[src/rtl/scl_period_pkg.sv]
package scl_period_pkg;
  typedef enum logic [1:0] {
    PH_IDLE = 2'd0,
    PH_LOW  = 2'd1,
    PH_WAIT = 2'd2,
    PH_HIGH = 2'd3
  } phase_t;
endpackage

[src/rtl/scl_in_sync.sv]
module scl_in_sync #(
  parameter int STAGES = 2
) (
  input  logic clk,
  input  logic rst_n,
  input  logic d,
  output logic q
);
  logic [STAGES-1:0] chain_q;

  genvar gi;
  generate
    for (gi = 0; gi < STAGES; gi++) begin : g_stage
      if (gi == 0) begin : g_first
        always_ff @(posedge clk or negedge rst_n) begin
          if (!rst_n) chain_q[0] <= 1'b0;
          else        chain_q[0] <= d;
        end
      end else begin : g_next
        always_ff @(posedge clk or negedge rst_n) begin
          if (!rst_n) chain_q[gi] <= 1'b0;
          else        chain_q[gi] <= chain_q[gi-1];
        end
      end
    end
  endgenerate

  assign q = chain_q[STAGES-1];
endmodule

[src/rtl/scl_cnt_select.sv]
module scl_cnt_select #(
  parameter int CW     = 16,
  parameter int MIN_HI = 6,
  parameter int MIN_LO = 8
) (
  input  logic          clk,
  input  logic          rst_n,
  input  logic          load,
  input  logic          fast_mode,
  input  logic [CW-1:0] std_high,
  input  logic [CW-1:0] std_low,
  input  logic [CW-1:0] fast_high,
  input  logic [CW-1:0] fast_low,
  output logic [CW-1:0] hi_cnt,
  output logic [CW-1:0] lo_cnt
);
  localparam logic [CW-1:0] HI_FLOOR = CW'(MIN_HI);
  localparam logic [CW-1:0] LO_FLOOR = CW'(MIN_LO);

  logic [CW-1:0] hi_raw, lo_raw, hi_clamp, lo_clamp;
  logic [CW-1:0] hi_d, lo_d;

  always_comb begin
    hi_raw   = fast_mode ? fast_high : std_high;
    lo_raw   = fast_mode ? fast_low  : std_low;
    hi_clamp = (hi_raw < HI_FLOOR) ? HI_FLOOR : hi_raw;
    lo_clamp = (lo_raw < LO_FLOOR) ? LO_FLOOR : lo_raw;
    hi_d     = load ? hi_clamp : hi_cnt;
    lo_d     = load ? lo_clamp : lo_cnt;
  end

  always_ff @(posedge clk or negedge rst_n) begin
    if (!rst_n) begin
      hi_cnt <= HI_FLOOR;
      lo_cnt <= LO_FLOOR;
    end else begin
      hi_cnt <= hi_d;
      lo_cnt <= lo_d;
    end
  end
endmodule

[src/rtl/scl_phase_fsm.sv]
module scl_phase_fsm
  import scl_period_pkg::*;
#(
  parameter int CW          = 16,
  parameter int SYNC_STAGES = 2,
  parameter int HIGH_OVH    = 8,
  parameter int LOW_OVH     = 1
) (
  input  logic          clk,
  input  logic          rst_n,
  input  logic          enable,
  input  logic          line_high,
  input  logic [CW-1:0] hi_cnt,
  input  logic [CW-1:0] lo_cnt,
  output logic          load_req,
  output logic          pull_low,
  output logic          low_strb,
  output logic          high_strb
);
  localparam int TW = CW + 2;
  // Release cycle plus synchronizer stages are spent before HIGH is entered.
  localparam int HI_ADJ = HIGH_OVH - SYNC_STAGES - 2;
  localparam int LO_ADJ = LOW_OVH - 1;

  phase_t        state_q, state_d;
  logic [TW-1:0] cnt_q, cnt_d;
  logic          cnt_en;
  logic [TW-1:0] hi_term, lo_term;
  logic          pull_d, low_strb_d, high_strb_d;

  always_comb begin
    hi_term = TW'(hi_cnt) + TW'(HI_ADJ);
    lo_term = TW'(lo_cnt) + TW'(LO_ADJ);
  end

  always_comb begin
    state_d = state_q;
    cnt_d   = cnt_q;
    cnt_en  = 1'b0;
    unique case (state_q)
      PH_IDLE: begin
        state_d = PH_LOW;
        cnt_d   = '0;
        cnt_en  = 1'b1;
      end
      PH_LOW: begin
        cnt_en = 1'b1;
        if (cnt_q == lo_term) begin
          state_d = PH_WAIT;
          cnt_d   = '0;
        end else begin
          cnt_d = cnt_q + 1'b1;
        end
      end
      PH_WAIT: begin
        if (line_high) begin
          state_d = PH_HIGH;
          cnt_d   = '0;
          cnt_en  = 1'b1;
        end
      end
      PH_HIGH: begin
        cnt_en = 1'b1;
        if (cnt_q == hi_term) begin
          state_d = PH_LOW;
          cnt_d   = '0;
        end else begin
          cnt_d = cnt_q + 1'b1;
        end
      end
      default: begin
        state_d = PH_IDLE;
        cnt_d   = '0;
        cnt_en  = 1'b1;
      end
    endcase
    if (!enable) begin
      state_d = PH_IDLE;
      cnt_d   = '0;
      cnt_en  = 1'b1;
    end
  end

  always_comb begin
    load_req    = (state_d == PH_LOW)  && (state_q != PH_LOW);
    pull_d      = (state_d == PH_LOW);
    low_strb_d  = load_req;
    high_strb_d = (state_d == PH_HIGH) && (state_q != PH_HIGH);
  end

  always_ff @(posedge clk or negedge rst_n) begin
    if (!rst_n) begin
      state_q   <= PH_IDLE;
      pull_low  <= 1'b0;
      low_strb  <= 1'b0;
      high_strb <= 1'b0;
    end else begin
      state_q   <= state_d;
      pull_low  <= pull_d;
      low_strb  <= low_strb_d;
      high_strb <= high_strb_d;
    end
  end

  always_ff @(posedge clk or negedge rst_n) begin
    if (!rst_n)      cnt_q <= '0;
    else if (cnt_en) cnt_q <= cnt_d;
  end
endmodule

[src/rtl/scl_period_gen.sv]
module scl_period_gen #(
  parameter int CW          = 16,
  parameter int SYNC_STAGES = 2,
  parameter int HIGH_OVH    = 8,
  parameter int LOW_OVH     = 1,
  parameter int MIN_HI      = 6,
  parameter int MIN_LO      = 8
) (
  input  logic          clk,
  input  logic          rst_n,
  input  logic          enable,
  input  logic          fast_mode,
  input  logic [CW-1:0] std_high,
  input  logic [CW-1:0] std_low,
  input  logic [CW-1:0] fast_high,
  input  logic [CW-1:0] fast_low,
  input  logic          scl_in,
  output logic          scl_pull_low,
  output logic          low_begin,
  output logic          high_begin
);
  logic          line_high;
  logic          load_req;
  logic [CW-1:0] hi_cnt, lo_cnt;

  scl_in_sync #(.STAGES(SYNC_STAGES)) u_sync (
    .clk  (clk),
    .rst_n(rst_n),
    .d    (scl_in),
    .q    (line_high)
  );

  scl_cnt_select #(.CW(CW), .MIN_HI(MIN_HI), .MIN_LO(MIN_LO)) u_sel (
    .clk      (clk),
    .rst_n    (rst_n),
    .load     (load_req),
    .fast_mode(fast_mode),
    .std_high (std_high),
    .std_low  (std_low),
    .fast_high(fast_high),
    .fast_low (fast_low),
    .hi_cnt   (hi_cnt),
    .lo_cnt   (lo_cnt)
  );

  scl_phase_fsm #(
    .CW(CW), .SYNC_STAGES(SYNC_STAGES), .HIGH_OVH(HIGH_OVH), .LOW_OVH(LOW_OVH)
  ) u_fsm (
    .clk      (clk),
    .rst_n    (rst_n),
    .enable   (enable),
    .line_high(line_high),
    .hi_cnt   (hi_cnt),
    .lo_cnt   (lo_cnt),
    .load_req (load_req),
    .pull_low (scl_pull_low),
    .low_strb (low_begin),
    .high_strb(high_begin)
  );
endmodule

[config.mk]
export PLATFORM = sky130hd
export DESIGN_NAME = scl_period_gen
export DESIGN_NICKNAME = d
export VERILOG_FILES = /design/src/rtl/scl_period_pkg.sv /design/src/rtl/scl_in_sync.sv /design/src/rtl/scl_cnt_select.sv /design/src/rtl/scl_phase_fsm.sv /design/src/rtl/scl_period_gen.sv
export SDC_FILE = /design/constraint.sdc
export NUM_CORES = 1
export LEC_CHECK = 0
export BUFFER_PORTS_ARGS = -buffer_cell sky130_fd_sc_hd__buf_4
export CAP_MARGIN = 15
export CORE_ASPECT_RATIO = 0.75
export CORE_UTILIZATION = 35
export CTS_CLUSTER_DIAMETER = 120
export DETAILED_ROUTE_END_ITERATION = 7
export MAX_ROUTING_LAYER = met4
export SYNTH_ARGS = -nofsm -noshare
export SYNTH_HDL_FRONTEND = slang
export SYNTH_HIERARCHICAL = 1
export SYNTH_SLANG_ARGS = --single-unit
[constraint.sdc]
create_clock -name clk -period 6 [get_ports clk]
set_input_delay 1.8 -clock clk [delete_from_list [all_inputs] [get_ports clk]]
set_output_delay 1.8 -clock clk [all_outputs]
set_load 0.05 [all_outputs]
Word level (Yosys, flattened, before mapping) --
Cells that the tools add are included.
Operators by class: $mul 0, add/subtract/negate cells 2, bitwise gates (word level) 0, muxes and demuxes 17, shifts and indexed selects 0, divide/modulo/power cells 0, eq/ne operators 10, reduce and logical (&&, ||, !) cells 5, $lt $le $gt $ge 2
Operators by type and width (number):
- 18-bit 2-to-1 mux | 4
- 18-bit one-hot mux with 4 select lines | 1
- 16-bit 2-to-1 mux | 4
- 18-bit by 1-bit adder with 18-bit output (second input constant) | 1
- 18-bit by 16-bit equality test with 1-bit output | 1
- 18-bit equality test | 1
- 16-bit by 3-bit adder with 17-bit output (second input constant) | 1
- 16-bit by 3-bit less-than comparator with 1-bit output (second input constant) | 1
- 16-bit by 4-bit less-than comparator with 1-bit output (second input constant) | 1
- 2-bit 2-to-1 mux | 4
- 2-bit one-hot mux with 4 select lines | 1
- 2-bit equality test (second input constant) | 3
- 2-bit by 1-bit equality test with 1-bit output (second input constant) | 2
- 3-bit inequality test (second input constant) | 1
- 3-bit OR reduction | 1
- 1-bit logical AND | 2
- 2-bit zero test | 1
- 1-bit 2-to-1 mux | 2
- 2-bit by 1-bit inequality test with 1-bit output (second input constant) | 1
- 2-bit inequality test (second input constant) | 1
- 1-bit one-hot mux with 2 select lines | 1
- 2-bit AND reduction | 1
Word-level totals: bits in read-only memories 0, latch bits 0, RAM bits 0, register bits 57, input bits 69, memories 0

Longest topological paths before layout --
depth after elaboration 7, mapped depth 14, mapped depth without buffers 11

Hierarchy --
Netlist, hierarchy kept.
By module, submodules not included:
- scl_phase_fsm | area an instance 2054.5 um2, cells each 254, times used 1, sequential area each 575.6 um2
- scl_cnt_select | area an instance 1656.6 um2, cells each 166, times used 1, sequential area each 804.5 um2
- scl_in_sync | area an instance 50.0 um2, cells each 2, times used 1, sequential area each 50.0 um2

Least setup slack after synthesis --
OpenSTA, ideal clock, no wires.
kind reg2reg, start point register u_sel.hi_cnt[2], end point register u_sel.hi_cnt[10], clock period less this slack 3.289 ns, slack 2.711 ns, arrival time 3.152 ns, setup time 0.137 ns, cell stages (with the launch flop) 14, cell sequence dfstp_2 -> ha_1 -> and4_1 -> buf_6 -> nand3_4 -> or4_4 -> a2111o_1 -> buf_6 -> mux2i_1 -> and2_1 -> clkbuf_1 -> buf_2 -> buf_1 -> a21oi_1
On the way: cells in the longest elaborated chain, start to end 7
Ends and longest elaborated chain:
- from (decl) | RTL line scl_cnt_select.sv:14 | output logic [CW-1:0] hi_cnt,
- from (signal assigned) | RTL line scl_cnt_select.sv:37 | hi_cnt <= hi_d;
- 16-bit by 3-bit adder with 17-bit output | RTL line scl_phase_fsm.sv:32 | hi_term = TW'(hi_cnt) + TW'(HI_ADJ);
- 18-bit equality test | RTL line scl_phase_fsm.sv:64 | if (cnt_q == hi_term) begin
- 2-bit 2-to-1 mux | RTL line scl_phase_fsm.sv:64
- 2-bit one-hot mux with 4 select lines | RTL line scl_phase_fsm.sv:40 | unique case (state_q)
- 2-bit 2-to-1 mux | RTL line scl_phase_fsm.sv:77 | if (!enable) begin
- 2-bit by 1-bit equality test with 1-bit output | RTL line scl_phase_fsm.sv:85 | load_req = (state_d == PH_LOW) && (state_q != PH_LOW);
- 1-bit logical AND | RTL line scl_phase_fsm.sv:85
- named net load_req | RTL line scl_period_gen.sv:23 | logic load_req;
The timed path passes the listed nets, and every way through them passes these cells. A chain may end at the register's enable or synchronous reset.

Worst setup path in the final report --
start point register u_sel.hi_cnt[2], end point register u_sel.lo_cnt[2]
On the way: cells in the longest elaborated chain, start to end 7
Ends and longest elaborated chain:
- 16-bit by 3-bit adder with 17-bit output | RTL line scl_phase_fsm.sv:32
- 18-bit equality test | RTL line scl_phase_fsm.sv:64
- 2-bit 2-to-1 mux | RTL line scl_phase_fsm.sv:64
- 2-bit one-hot mux with 4 select lines | RTL line scl_phase_fsm.sv:40
- 2-bit 2-to-1 mux | RTL line scl_phase_fsm.sv:77
- 2-bit by 1-bit equality test with 1-bit output | RTL line scl_phase_fsm.sv:85
- 1-bit logical AND | RTL line scl_phase_fsm.sv:85
- named net load_req | RTL line scl_period_gen.sv:23
- to (signal assigned) | RTL line scl_cnt_select.sv:38 | lo_cnt <= lo_d;
- to (decl) | RTL line scl_cnt_select.sv:15 | output logic [CW-1:0] lo_cnt
The timed path passes the listed nets, and every way through them passes these cells.

==> out/qor.txt <==
type of the worst min-delay path - reg -> reg
Clock Tree Buf Depth - 2
pin count of the biggest net entering global routing - 58
vias per cell - 5.51
core area - 0.0104 mm^2
Die H - 91.8 um
postcts setup bufs - 0
wirelength, routed - 9.91 mm
area of the die - 0.0112 mm^2
arrival time worst endpoint - 4.23 ns
Pins Over Slew Limit - 0
post-DR wirelength/cell - 16.2 um
GRT busiest layer - met1
aggregate global routing overflow - 0
IO buf count - 71
num rows - 32
# fillers - 1001
GRT Total Usage - 19.3%
Relative slew margins - 51.7%
nature of the critical path endpoint - flip-flop
Critical Path RT - 6.17 ns
Power Dens Cells - 262 mW/mm^2
met2 usage - 25.2%
Hold Path Depth - 0
post-layout util - 44.6%
startpoint types - flip-flop
worst slew pin tran - 0.724 ns
cts hold-fix bufs - 0
Synthesized Nets - 493
fin nets - 542
H-Tree Level Count - 3
drt pass-1 iters - 5
initial antenna violation count - 0
clk_lat worst skew - 0.32 ns
Clock Sinks - 57
vias - 3370
met1 Use GR - 30.0%
sequential share of the synthesized area - 38.0%
Synth Instances - 422
unrepaired setup endpoints after global routing - false
RePlAce Congestion - 0.878
crit path kind - reg -> reg
clock transition at the registers of the reported paths - 0.05 ns
FF+latch count, synth - 57
Setup TNS Final - 0 ns
post-synth cell types - 53
Layout Area Growth over Synthesis - 22.9%
Iteration-0 DRC Markers - 257
M3 GR Usage - 3.73%
Fin Clk Skew - 0.00591 ns
Synthesis Warnings - 6
final hold viol count - 0
io pins - 72
TritonCTS clock tree - done
Tmin final - 4.06 ns
first-pass GRT wire length - 16.3 mm
fin crit share - 67.6%
Routed Antenna Nets - 0
critical path peak fanout - 29
CTS root buffer - clkbuf_16
layout cells sized above 1 - 21.4%
Initial Utilization - 36.3%
TritonCTS Buffers - 9
Post-Syn Area per Cell - 8.91 um^2
Cell Area, Synth - 0.00376 mm^2
n_diodes - 0
Leakage - 0.00194 uW
Reg2Reg Depth - 10
Die Wd - 122 um
outcome - finished clean
DRC Markers - 0
CTS resizes - 0
Max rail drop VDD - 0.117 mV
vias in the first global route - 3165
final setup vio count - 0
Max Fclk - 0.247 GHz
Detailed Place HPWL - 7.42 mm
maxcap violations - 0
## synthesized netlist by cell type (all sizes together)
cell type	n	area share (%)
o21ai	11	1.5
and3	6	1.0
a31oi	9	1.5
a21oi	32	4.3
o21a	3	0.60
inv	8	0.80
o311ai	3	0.70
nor2b	2	0.33
nand2	31	3.1
a2111oi	1	0.23
or2	2	0.33
o211ai	5	1.0
o32ai	1	0.23
a211o	5	1.2
dfrtp	54	36
xor2	14	3.3
a41oi	1	0.23
a311oi	1	0.23
nand3	20	3.0
a2111o	1	0.30
o22ai	1	0.17
mux2i	36	9.6
and3b	1	0.23
clkbuf	21	2.1
and2	6	1.0
buf	14	2.9
nor4b	3	0.70
a211oi	10	2.3
o2111ai	2	0.47
o211a	1	0.27
or4	1	0.30
or3	3	0.50
nor4	12	2.2
a32o	1	0.27
dfstp	3	2.1
and4	2	0.47
ha	2	0.67
nor3b	3	0.60
nor3	9	1.2
nor2	42	4.2
and4b	1	0.30
xnor2	23	5.4
nand4	15	2.5
## registers in the layout, summed over array words and instances (netlist names)
signal	cells
u_sync/chain_q	1
u_sel/hi_cnt	16
u_fsm/low_strb	1
u_fsm/high_strb	1
u_fsm/state_q	2
u_sel/lo_cnt	16
u_fsm/pull_low	1
u_fsm/cnt_q	18
u_sync/q	1
## kinds of logic (layout without fill, tap and decap cells)
| logic type | count (synthesis) | after routing | synth area share, % |
|---|---|---|---|
| simple gates | 159 | 159 | 22.0 |
| flops | 57 | 57 | 38.0 |
| buf+inv | 43 | 97 | 5.82 |
| mux | 36 | 36 | 9.58 |
| fa+ha+maj | 2 | 2 | 0.665 |
| xor+xnor | 37 | 37 | 8.62 |
| compound gates | 88 | 88 | 15.3 |
## cells in the final DEF, fill, tap and decap left out, types with 11 or more instances in the layout
| cell type | Yosys | final |
|---|---|---|
| dfrtp_1 | 54 | 54 |
| nor4_1 | 11 | 11 |
| mux2i_1 | 36 | 36 |
| nor2_1 | 42 | 42 |
| nand4_1 | 15 | 15 |
| a21oi_1 | 32 | 32 |
| xnor2_1 | 23 | 23 |
| nand3_1 | 19 | 19 |
| nand2_1 | 31 | 31 |
| buf_4 | 4 | 73 |
| xor2_1 | 14 | 14 |
## report_power, final
part           switching [uW]  internal (uW)  leakage (uW)
combinational            97.0           93.4       0.00110
sequential               42.3            420      0.000688
clock                     175            386      0.000155
total                     314            899       0.00194
## per-layer routing
metal	wire length, um	up-vias
met2	4140	120
met3	605	7
met1	5090	1606
met4	70	0
met5	0	-
li1	-	1637
## per-stage QoR
| step | setup WS (ns) | total power [uW] | std cells | area [um^2] | hold slack, ns |
|---|---|---|---|---|---|
| CTS | 1.98 | 1220 | 612 | 4620 | 0.352 |
| finish | 1.94 | 1210 | 612 | 4620 | 0.348 |
| floorplan | 2.71 | 580 | 422 | 3760 | 0.331 |
| global placement | 2.10 | 653 | 596 | 4290 | 0.337 |
| global route | 1.64 | 1270 | 612 | 4620 | 0.366 |
| detailed placement | 2.03 | 658 | 596 | 4290 | 0.340 |
## worst max-delay path: stages (launching register included)
cell      delay [ns]
dfstp_2         0.58
ha_1            0.20
and4_1          0.37
nand3_4         0.11
or4_4           0.49
a2111o_1        0.71
mux2i_1         0.22
and2_2          0.49
inv_1           0.27
a211oi_2        0.35
a211oi_1        0.08
## area by class of cell
type	instances	area (um^2)	area share, %
clock buffer	12	256	5.55
clock inverter	4	75.1	1.62
inverter	8	30.0	0.650
multi-input combinational	322	2110	45.7
sequential	57	1430	30.9
tap	136	170	3.68
timing repair buffer	73	548	11.9
## final timing paths
| kind | startpoint | slack, ns | end |
|---|---|---|---|
| max | u_sel/hi_cnt[2]$_DFFE_PN1P_ | 1.94 | u_sel/lo_cnt[2]$_DFFE_PN0P_ |
| min | u_sync/chain_q[0]$_DFF_PN0_ | 0.35 | u_sync/q$_DFF_PN0_ |
| max reg2reg | u_sel/hi_cnt[2]$_DFFE_PN1P_ | 1.94 | u_sel/lo_cnt[2]$_DFFE_PN0P_ |
| min reg2reg | u_sync/chain_q[0]$_DFF_PN0_ | 0.35 | u_sync/q$_DFF_PN0_ |
| max in group asynchronous | rst_n | 3.98 | u_sel/hi_cnt[11]$_DFFE_PN0P_ |
| min in group asynchronous | rst_n | 1.54 | u_sel/lo_cnt[12]$_DFFE_PN0P_ |
Note: power is estimated with default switching activity, not from simulation.
